**config.mk**
```make
export PLATFORM = sky130hd
export DESIGN_NAME = deflect_alloc
export DESIGN_NICKNAME = d
export VERILOG_FILES = /design/src/rtl/deflect_pkg.sv /design/src/rtl/deflect_ctrl.sv /design/src/rtl/deflect_dp.sv /design/src/rtl/deflect_alloc.sv
export SDC_FILE = /design/constraint.sdc
export NUM_CORES = 1
export LEC_CHECK = 0
export BUFFER_PORTS_ARGS = -buffer_cell sky130_fd_sc_hd__buf_2
export CAP_MARGIN = 20
export CELL_PAD_IN_SITES_DETAIL_PLACEMENT = 1
export CELL_PAD_IN_SITES_GLOBAL_PLACEMENT = 2
export CORE_ASPECT_RATIO = 0.8
export CORE_MARGIN = 2
export CORE_UTILIZATION = 39
export CTS_CLUSTER_DIAMETER = 40
export DETAILED_ROUTE_END_ITERATION = 16
export PLACE_DENSITY_LB_ADDON = 0.1
export REMOVE_ABC_BUFFERS = 1
export SLEW_MARGIN = 10
export SYNTH_ARGS = -nofsm -noshare
export SYNTH_HDL_FRONTEND = slang
export SYNTH_HIERARCHICAL = 1
export SYNTH_SLANG_ARGS = --single-unit
```
**constraint.sdc**
```tcl
create_clock -name clk -period 1.15 [get_ports clk]
set_clock_uncertainty 0.15 [all_clocks]
set_input_delay 0 -clock clk [delete_from_list [all_inputs] [get_ports clk]]
set_output_delay 0 -clock clk [all_outputs]
set_load 0.05 [all_outputs]
```
**src/rtl/deflect_pkg.sv**
```systemverilog
package deflect_pkg;
  localparam int NUM_LINKS = 4;
  localparam int NUM_FLITS = NUM_LINKS + 1;
  localparam int NUM_PORTS = NUM_LINKS + 1;
  localparam int PORT_BITS = 3;

  typedef enum logic [PORT_BITS-1:0] {
    DIR_N     = 3'd0,
    DIR_E     = 3'd1,
    DIR_S     = 3'd2,
    DIR_W     = 3'd3,
    DIR_LOCAL = 3'd4
  } dir_e;

  // strobes from control to datapath
  typedef struct packed {
    logic [NUM_FLITS-1:0] flitActive;
    logic                 useDor;
    logic                 injRefuse;
  } alloc_strobe_t;

  // bit order W,S,E,N: which link outputs exist at (px,py)
  function automatic logic [NUM_LINKS-1:0] linkMask(int px, int py, int mx, int my);
    linkMask = {px > 0, py > 0, px < mx - 1, py < my - 1};
  endfunction
endpackage

```
**src/rtl/deflect_ctrl.sv**
```systemverilog
module deflect_ctrl
  import deflect_pkg::*;
#(
  parameter int POS_X  = 3,
  parameter int POS_Y  = 3,
  parameter int MESH_X = 8,
  parameter int MESH_Y = 8
) (
  input  logic [NUM_LINKS-1:0] linkValid,
  input  logic                 injValid,
  input  logic                 modeDor,
  output alloc_strobe_t        strobe
);
  localparam logic [NUM_LINKS-1:0] LINK_EXISTS = linkMask(POS_X, POS_Y, MESH_X, MESH_Y);
  localparam logic [2:0] LINK_OUTS = 3'(int'(LINK_EXISTS[0]) + int'(LINK_EXISTS[1]) +
                                        int'(LINK_EXISTS[2]) + int'(LINK_EXISTS[3]));

  logic [2:0] linkCount;
  logic       injOk;

  always_comb begin
    linkCount = '0;
    for (int i = 0; i < NUM_LINKS; i++) linkCount = linkCount + 3'(linkValid[i]);
  end

  // admit injection only while a link output is certain to stay free
  assign injOk = injValid && (linkCount < LINK_OUTS);

  assign strobe.flitActive = {injOk, linkValid};
  assign strobe.useDor     = modeDor;
  assign strobe.injRefuse  = injValid && !injOk;
endmodule

```
**src/rtl/deflect_dp.sv**
```systemverilog
module deflect_dp
  import deflect_pkg::*;
#(
  parameter int POS_X   = 3,
  parameter int POS_Y   = 3,
  parameter int MESH_X  = 8,
  parameter int MESH_Y  = 8,
  parameter int COORD_W = 3,
  parameter int AGE_W   = 8
) (
  input  logic                           clk,
  input  logic                           rstN,
  input  alloc_strobe_t                  strobe,
  input  logic [NUM_FLITS*COORD_W-1:0]   destX,
  input  logic [NUM_FLITS*COORD_W-1:0]   destY,
  input  logic [NUM_FLITS*AGE_W-1:0]     age,
  output logic [NUM_FLITS-1:0]           grantValid,
  output logic [NUM_FLITS*PORT_BITS-1:0] grantPort,
  output logic [NUM_FLITS-1:0]           deflected,
  output logic                           injBackpressure
);
  localparam logic [NUM_LINKS-1:0] LINK_EXISTS = linkMask(POS_X, POS_Y, MESH_X, MESH_Y);
  localparam logic [COORD_W-1:0]   HERE_X      = COORD_W'(POS_X);
  localparam logic [COORD_W-1:0]   HERE_Y      = COORD_W'(POS_Y);

  logic [NUM_PORTS-1:0] prodMask [NUM_FLITS];
  logic [2:0]           rank     [NUM_FLITS];

  // productive directions and age rank per flit
  for (genvar g = 0; g < NUM_FLITS; g++) begin : g_flit
    logic [COORD_W-1:0] fx, fy;
    logic [AGE_W-1:0]   myAge;
    logic               blockY;
    logic [2:0]         beatCnt;

    assign fx     = destX[g*COORD_W +: COORD_W];
    assign fy     = destY[g*COORD_W +: COORD_W];
    assign myAge  = age[g*AGE_W +: AGE_W];
    assign blockY = strobe.useDor && (fx != HERE_X);

    assign prodMask[g] = {(fx == HERE_X) && (fy == HERE_Y),
                          fx < HERE_X,
                          (fy < HERE_Y) && !blockY,
                          fx > HERE_X,
                          (fy > HERE_Y) && !blockY};

    always_comb begin
      beatCnt = '0;
      for (int j = 0; j < NUM_FLITS; j++) begin
        if (j != g && strobe.flitActive[j]) begin
          if (age[j*AGE_W +: AGE_W] > myAge ||
              (age[j*AGE_W +: AGE_W] == myAge && j < g))
            beatCnt = beatCnt + 3'd1;
        end
      end
    end
    assign rank[g] = beatCnt;
  end

  // sequential matching, oldest first
  logic [NUM_PORTS-1:0]           taken;
  logic                           found, isProd;
  logic [PORT_BITS-1:0]           pick;
  logic [NUM_FLITS-1:0]           nxtValid, nxtDefl;
  logic [NUM_FLITS*PORT_BITS-1:0] nxtPort;

  always_comb begin
    taken    = {1'b0, ~LINK_EXISTS};
    nxtValid = '0;
    nxtDefl  = '0;
    nxtPort  = '0;
    found    = 1'b0;
    isProd   = 1'b0;
    pick     = '0;
    for (int r = 0; r < NUM_FLITS; r++) begin
      for (int f = 0; f < NUM_FLITS; f++) begin
        if (strobe.flitActive[f] && rank[f] == 3'(r)) begin
          found  = 1'b0;
          isProd = 1'b0;
          pick   = '0;
          for (int p = 0; p < NUM_PORTS; p++) begin
            if (!found && prodMask[f][p] && !taken[p]) begin
              found  = 1'b1;
              isProd = 1'b1;
              pick   = PORT_BITS'(p);
            end
          end
          for (int p = 0; p < NUM_LINKS; p++) begin
            if (!found && !taken[p]) begin
              found = 1'b1;
              pick  = PORT_BITS'(p);
            end
          end
          if (found) begin
            taken[pick]                       = 1'b1;
            nxtValid[f]                       = 1'b1;
            nxtPort[f*PORT_BITS +: PORT_BITS] = pick;
            nxtDefl[f]                        = !isProd;
          end
        end
      end
    end
  end

  always_ff @(posedge clk or negedge rstN) begin
    if (!rstN) begin
      grantValid      <= '0;
      grantPort       <= '0;
      deflected       <= '0;
      injBackpressure <= 1'b0;
    end else begin
      grantValid      <= nxtValid;
      grantPort       <= nxtPort;
      deflected       <= nxtDefl;
      injBackpressure <= strobe.injRefuse;
    end
  end

  for (genvar i = 0; i < NUM_LINKS; i++) begin : g_linkChk

    link_granted_chk: assert property (@(posedge clk) disable iff (!rstN)
      strobe.flitActive[i] |=> grantValid[i]);
  end

  for (genvar i = 0; i < NUM_FLITS; i++) begin : g_portChk

    edge_port_chk: assert property (@(posedge clk) disable iff (!rstN)
      grantValid[i] |-> (grantPort[i*PORT_BITS +: PORT_BITS] == DIR_LOCAL) ||
                        (grantPort[i*PORT_BITS +: PORT_BITS] < 3'd4 &&
                         LINK_EXISTS[grantPort[i*PORT_BITS +: 2]]));

    defl_not_local_chk: assert property (@(posedge clk) disable iff (!rstN)
      deflected[i] |-> grantValid[i] && grantPort[i*PORT_BITS +: PORT_BITS] != DIR_LOCAL);
    for (genvar j = i + 1; j < NUM_FLITS; j++) begin : g_pair

      distinct_port_chk: assert property (@(posedge clk) disable iff (!rstN)
        grantValid[i] && grantValid[j] |->
          grantPort[i*PORT_BITS +: PORT_BITS] != grantPort[j*PORT_BITS +: PORT_BITS]);
    end
  end


  refuse_no_grant_chk: assert property (@(posedge clk) disable iff (!rstN)
    injBackpressure |-> !grantValid[NUM_FLITS-1]);
endmodule

```
**src/rtl/deflect_alloc.sv**
```systemverilog
module deflect_alloc
  import deflect_pkg::*;
#(
  parameter int POS_X   = 3,
  parameter int POS_Y   = 3,
  parameter int MESH_X  = 8,
  parameter int MESH_Y  = 8,
  parameter int COORD_W = 3,
  parameter int AGE_W   = 8
) (
  input  logic                           clk,
  input  logic                           rstN,
  input  logic                           modeDor,
  input  logic [NUM_LINKS-1:0]           linkValid,
  input  logic [NUM_LINKS*COORD_W-1:0]   linkDestX,
  input  logic [NUM_LINKS*COORD_W-1:0]   linkDestY,
  input  logic [NUM_LINKS*AGE_W-1:0]     linkAge,
  input  logic                           injValid,
  input  logic [COORD_W-1:0]             injDestX,
  input  logic [COORD_W-1:0]             injDestY,
  input  logic [AGE_W-1:0]               injAge,
  output logic [NUM_FLITS-1:0]           grantValid,
  output logic [NUM_FLITS*PORT_BITS-1:0] grantPort,
  output logic [NUM_FLITS-1:0]           deflected,
  output logic                           injBackpressure
);
  alloc_strobe_t strobe;

  deflect_ctrl #(
    .POS_X(POS_X), .POS_Y(POS_Y), .MESH_X(MESH_X), .MESH_Y(MESH_Y)
  ) uCtrl (
    .linkValid(linkValid),
    .injValid (injValid),
    .modeDor  (modeDor),
    .strobe   (strobe)
  );

  deflect_dp #(
    .POS_X(POS_X), .POS_Y(POS_Y), .MESH_X(MESH_X), .MESH_Y(MESH_Y),
    .COORD_W(COORD_W), .AGE_W(AGE_W)
  ) uDp (
    .clk            (clk),
    .rstN           (rstN),
    .strobe         (strobe),
    .destX          ({injDestX, linkDestX}),
    .destY          ({injDestY, linkDestY}),
    .age            ({injAge, linkAge}),
    .grantValid     (grantValid),
    .grantPort      (grantPort),
    .deflected      (deflected),
    .injBackpressure(injBackpressure)
  );
endmodule

```
==> run metrics, run 1 <==
Synth Register Bits=26; largest family of logic cells by synthesized area=compound AO/OA/AOI/OAI gates; Die Ht=160 um; Mean Syn Cell Area=around 7.0 sq um; outcome=aborted with a tool error; Post-Synth Simple-Gate Area=30.1%; Ys Warns=6; IO Pins=104; async set-reset flop share out of synthesis=100%; XOR/XNOR Fraction of Synth Area=1.69%; # placed instances=3000; Most used DFF post-synth=dfrtp_1; EDFF count, synth=0; Last stage=clock tree synthesis (4_1_cts); synth unique cells=140; maximum clock insertion buffer count=2; adder and majority gate portion of the synthesized area=approximately a tenth; Post-Syn Instances=~1700; Die X=roughly 200 um; row count=57; # port buffers=103; TritonCTS Buffers=3; Err=[ERROR DPL-0033] detailed placement checks failed during check placement.; Post CTS Setup Buffer Count=approximately 110; post-DP HPWL=just over 70000 um; Seq/Total Area, Yosys=5.48%; post-synthesis mux area share=2.21%; Final Wtd Congestion=1.18; Mapped Area=11900 sq um; post-CTS sizing=between 300 and 400; Clock Tree Root=clkbuf_16; Compound-Gate Fraction of Synth Area=46.4%; starting density of the core=39.4%; CTS Hold Buffers Added=2; # H-tree levels=1; CTS Sinks=26
stage by stage:
stage	util (%)	area, sq um	setup slack, ns
after floorplan	-	11700	-21.51
after global placement	63.1	19000	-22.59
after detailed placement	63.1	19000	-24.82
synth_stat cells, types with 18 or more instances:
cell,n,area [sq um]
a211o_1,21,184
nand2b_1,21,131
o211ai_1,38,285
nor4_1,19,119
o31ai_1,23,173
a211oi_1,30,225
a31oi_1,41,257
a21o_1,27,203
and3_1,23,144
nor2_1,148,556
nand3_1,64,320
o22ai_1,22,138
nor3_1,41,205
o21ai_0,81,405
nand4_1,40,250
and2_1,51,319
o21a_1,37,278
o21ai_1,29,145
nand2_1,185,694
a21oi_1,105,526
clkbuf_1,18,67.6
dfrtp_1,26,651
inv_1,77,289
ha_1,95,1190
kinds of logic after synthesis:
group,after synthesis
compound gates,707
xor+xnor,18
fa+ha+maj,96
buf+inv,117
flops,26
mux,23
simple gates,699
==> inputs of run 2 (changes only) <==
CELL_PAD_IN_SITES_DETAIL_PLACEMENT = unset   (was 1)
CELL_PAD_IN_SITES_GLOBAL_PLACEMENT = unset   (was 2)
CORE_ASPECT_RATIO = unset   (was 0.8)
CORE_UTILIZATION = 30   (was 39)
CTS_CLUSTER_DIAMETER = unset   (was 40)
PLACE_DENSITY_LB_ADDON = 0.15   (was 0.1)
==> run metrics, run 2 <==
outcome=finished, violations left; violated checks=setup timing; final hold slack=0.0158 ns; crit-path max cell delay=0.55 ns; async set-reset flop share out of synthesis=100% (unchanged); EDFF count, synth=0 (unchanged); Worst Setup EP=uDp/grantValid[4]; Reg clk slew, reported paths=0.09 ns; Post-synth top cells=nand2_1 (185), nor2_1 (148), a21oi_1 (105); min cycle time layout=between 20 and 25 ns; Post-Syn Instances=1686 (unchanged); post-synth top area share=10.0% (unchanged); drt initial violations=approximately 1300; Regs by FF count=uDp/grantPort x15, uDp/deflected x5, uDp/grantValid x5; crit end category=flop; Die ar.=41200 sq um; Mean Syn Cell Area=7.04 sq um (unchanged); layout net count=about 3000; vias in the first global route=18800; Final Non-Filler Cells=about 3300; CORE AREA=a little under 40000 sq um; leading cell type by number of instances after synthesis=nand2_1; commonest non-fill, non-tap cell in the layout=buf_4; Die X=203 um (+1.9%); CTS tree=done; Ys Warns=6 (unchanged); Worst Hold Class=in2async; max reg flops=15; Crit. Startpoint=linkAge[9]; measured slew at the worst slew-check pin=0.867 ns; number of remaining DRC errors=0; CTS Sinks=26 (unchanged); maximum clock insertion buffer count=2 (unchanged); Final Hold Fails=0; first-pass iteration count of the detailed router=6; Crit Path Category=in2reg; Final Wtd Congestion=1.02 (-13%); Worst Path Required=about 1.2 ns; via/cell ratio=just under 6; initial antenna violation count=4; Clk pwr share=between 1.5 and 2%; largest net degree at the start of global routing=27; Mapped Area=11900 sq um (unchanged); routed via count=19100; Max Fclk=43.1 MHz; Reg power frac=1.9%; Biggest register=uDp/grantPort; Setup WS pre-CTS=-23.60 ns (+1.22 ns); synth-to-layout area growth=98.2%; count of pins over their slew limit=0; Most used DFF post-synth=dfrtp_1; first-pass GRT wire length=112000 um; GRT overflow=0; row count=72 (+26%); Seq/Total Area, Yosys=5.48% (unchanged); Clock Tree Root=clkbuf_16; final setup fails=25; post-synth top area cell=ha_1; # placed instances=3135 (+4.5%); GR Util All Layers=35.5%; critical path arrival=23.25 ns; Antenna Nets Post-Route=0; P_int=0.0338 W; fraction of layout cells with a size suffix above 1=56.4%; Slew Limit Headroom=between 40% and 50%; DR WL/cell=23.1 um; Comb pwr share=a little over nine tenths; setup TNS=-506.44 ns; Die Ht=203 um (+27%); sw frac=between 50% and 60%; final setup margin=-22.07 ns; Top cell by count, worst path=buf_4; slowest stage cell, crit path=or4_4; synth unique cells=140 (unchanged); Synth Register Bits=26 (unchanged); IO Pins=104 (unchanged); TritonCTS Buffers=3 (unchanged); leakage power=10.8 nW; maximum vdd drop=1430 uV; # H-tree levels=1 (unchanged); startpoint types=input pin; commonest non-fill, non-tap cells in the layout=buf_4 (963), nand2_1 (164), nor2_1 (129); NetSw=0.0343 W; PwrDens=2890 nW/um^2; maximum capacitance violations=0; period utilization=2020%; Synth area leaders=ha_1 (10%), nand2_1 (5.8%), dfrtp_1 (5.5%); starting density of the core=30.6% (-8.8 points); # port buffers=103 (unchanged); CP Max Fanout=8; post-DP HPWL=62800 um (-13%); RSZ-0062 raised after global routing=yes; Routed WL=76400 um
run 2: cell counts after synthesis:
No cell type changed its count.
run 2: cell families after synthesis:
group / after synthesis / synth area share [%]
DFF: 26 / 5.48
buffers and inverters: 117 / 4.01
adders and majority gates: 96 / 10.2
and+or+nand+nor: 699 / 30.1
muxes: 23 / 2.21
AOI/OAI and AO/OA: 707 / 46.4
xor gates and xnor gates: 18 / 1.69
run 2: worst min path at each step:
stage          startpoint          endpoint  slack [ns]  cells past startpoint
2_1_floorplan        rstN  uDp/deflected[0]       -0.45                      0
3_3_place_gp         rstN  uDp/grantPort[9]       -0.19                      2
3_5_place_dp         rstN  uDp/grantPort[9]       -0.18                      2
4_1_cts              rstN  uDp/grantPort[9]        0.03                      3
5_1_grt              rstN  uDp/grantPort[9]        0.05                      3
6_report             rstN  uDp/grantPort[9]        0.02                      3
run 2: layout make-up:
cell class              count  area, sq um
diodes                      2         5.00
clock buffers               3         75.1
fillers                  3522        15300
multi-input cells        1543        13300
clock inverters             1         30.0
well taps                 518          648
inverters                  79          300
flip-flops and latches     26          651
repair buffers           1131         8560
run 2: stage by stage:
stage | power [W] | util, % | cell area (sq um)
after detailed placement | 0.0482 | 50.0 | 19400
after CTS | 0.0606 | 57.4 | 22300
after global routing | 0.0716 | 60.6 | 23500
after floorplan | 0.0241 | - | 11700
after global placement | 0.0481 | 50.0 | 19400
final | 0.0681 | 60.6 | 23500
run 2: what timing repair did:
item | CTS | global route
hold buffers | 2 | 0
cloned | 0 | 0
hold endpoints to repair | 27 | 0
buffers inserted | 110 | 62
resized for setup | 385 | 161
setup endpoints to repair | 26 | 26
pin swaps | 173 | 142
run 2: critical path: cells and delay by family:
family / cells / cell delay (ns)
adder cells (fa/ha/maj): 4 / 0.94
AO/OA/AOI/OAI: 55 / 13.16
buffers and inverters: 26 / 3.69
multiplexers: 3 / 0.64
AND/OR/NAND/NOR: 23 / 4.75
run 2: power by group through the flow:
stage / logic [W] / clock network [W] / registers [W]
finish: 0.0656 / 0.00116 / 0.00127
global route: 0.0690 / 0.00121 / 0.00130
CTS: 0.0582 / 0.00119 / 0.00128
detailed placement: 0.0469 / 0 / 0.00129
global placement: 0.0468 / 0 / 0.00129
floorplan: 0.0217 / 0 / 0.00239
run 2: routing by layer:
metal / track usage [%] / up-vias / routed length [um]
met2: 62.8 / 716 / 36500
met5: 0 / - / 26
li1: - / 8927 / -
met4: 15.7 / 4 / 4160
met1: 43.3 / 9213 / 31300
met3: 3.58 / 202 / 4380
No activity file was read; power rests on OpenSTA's default activity.
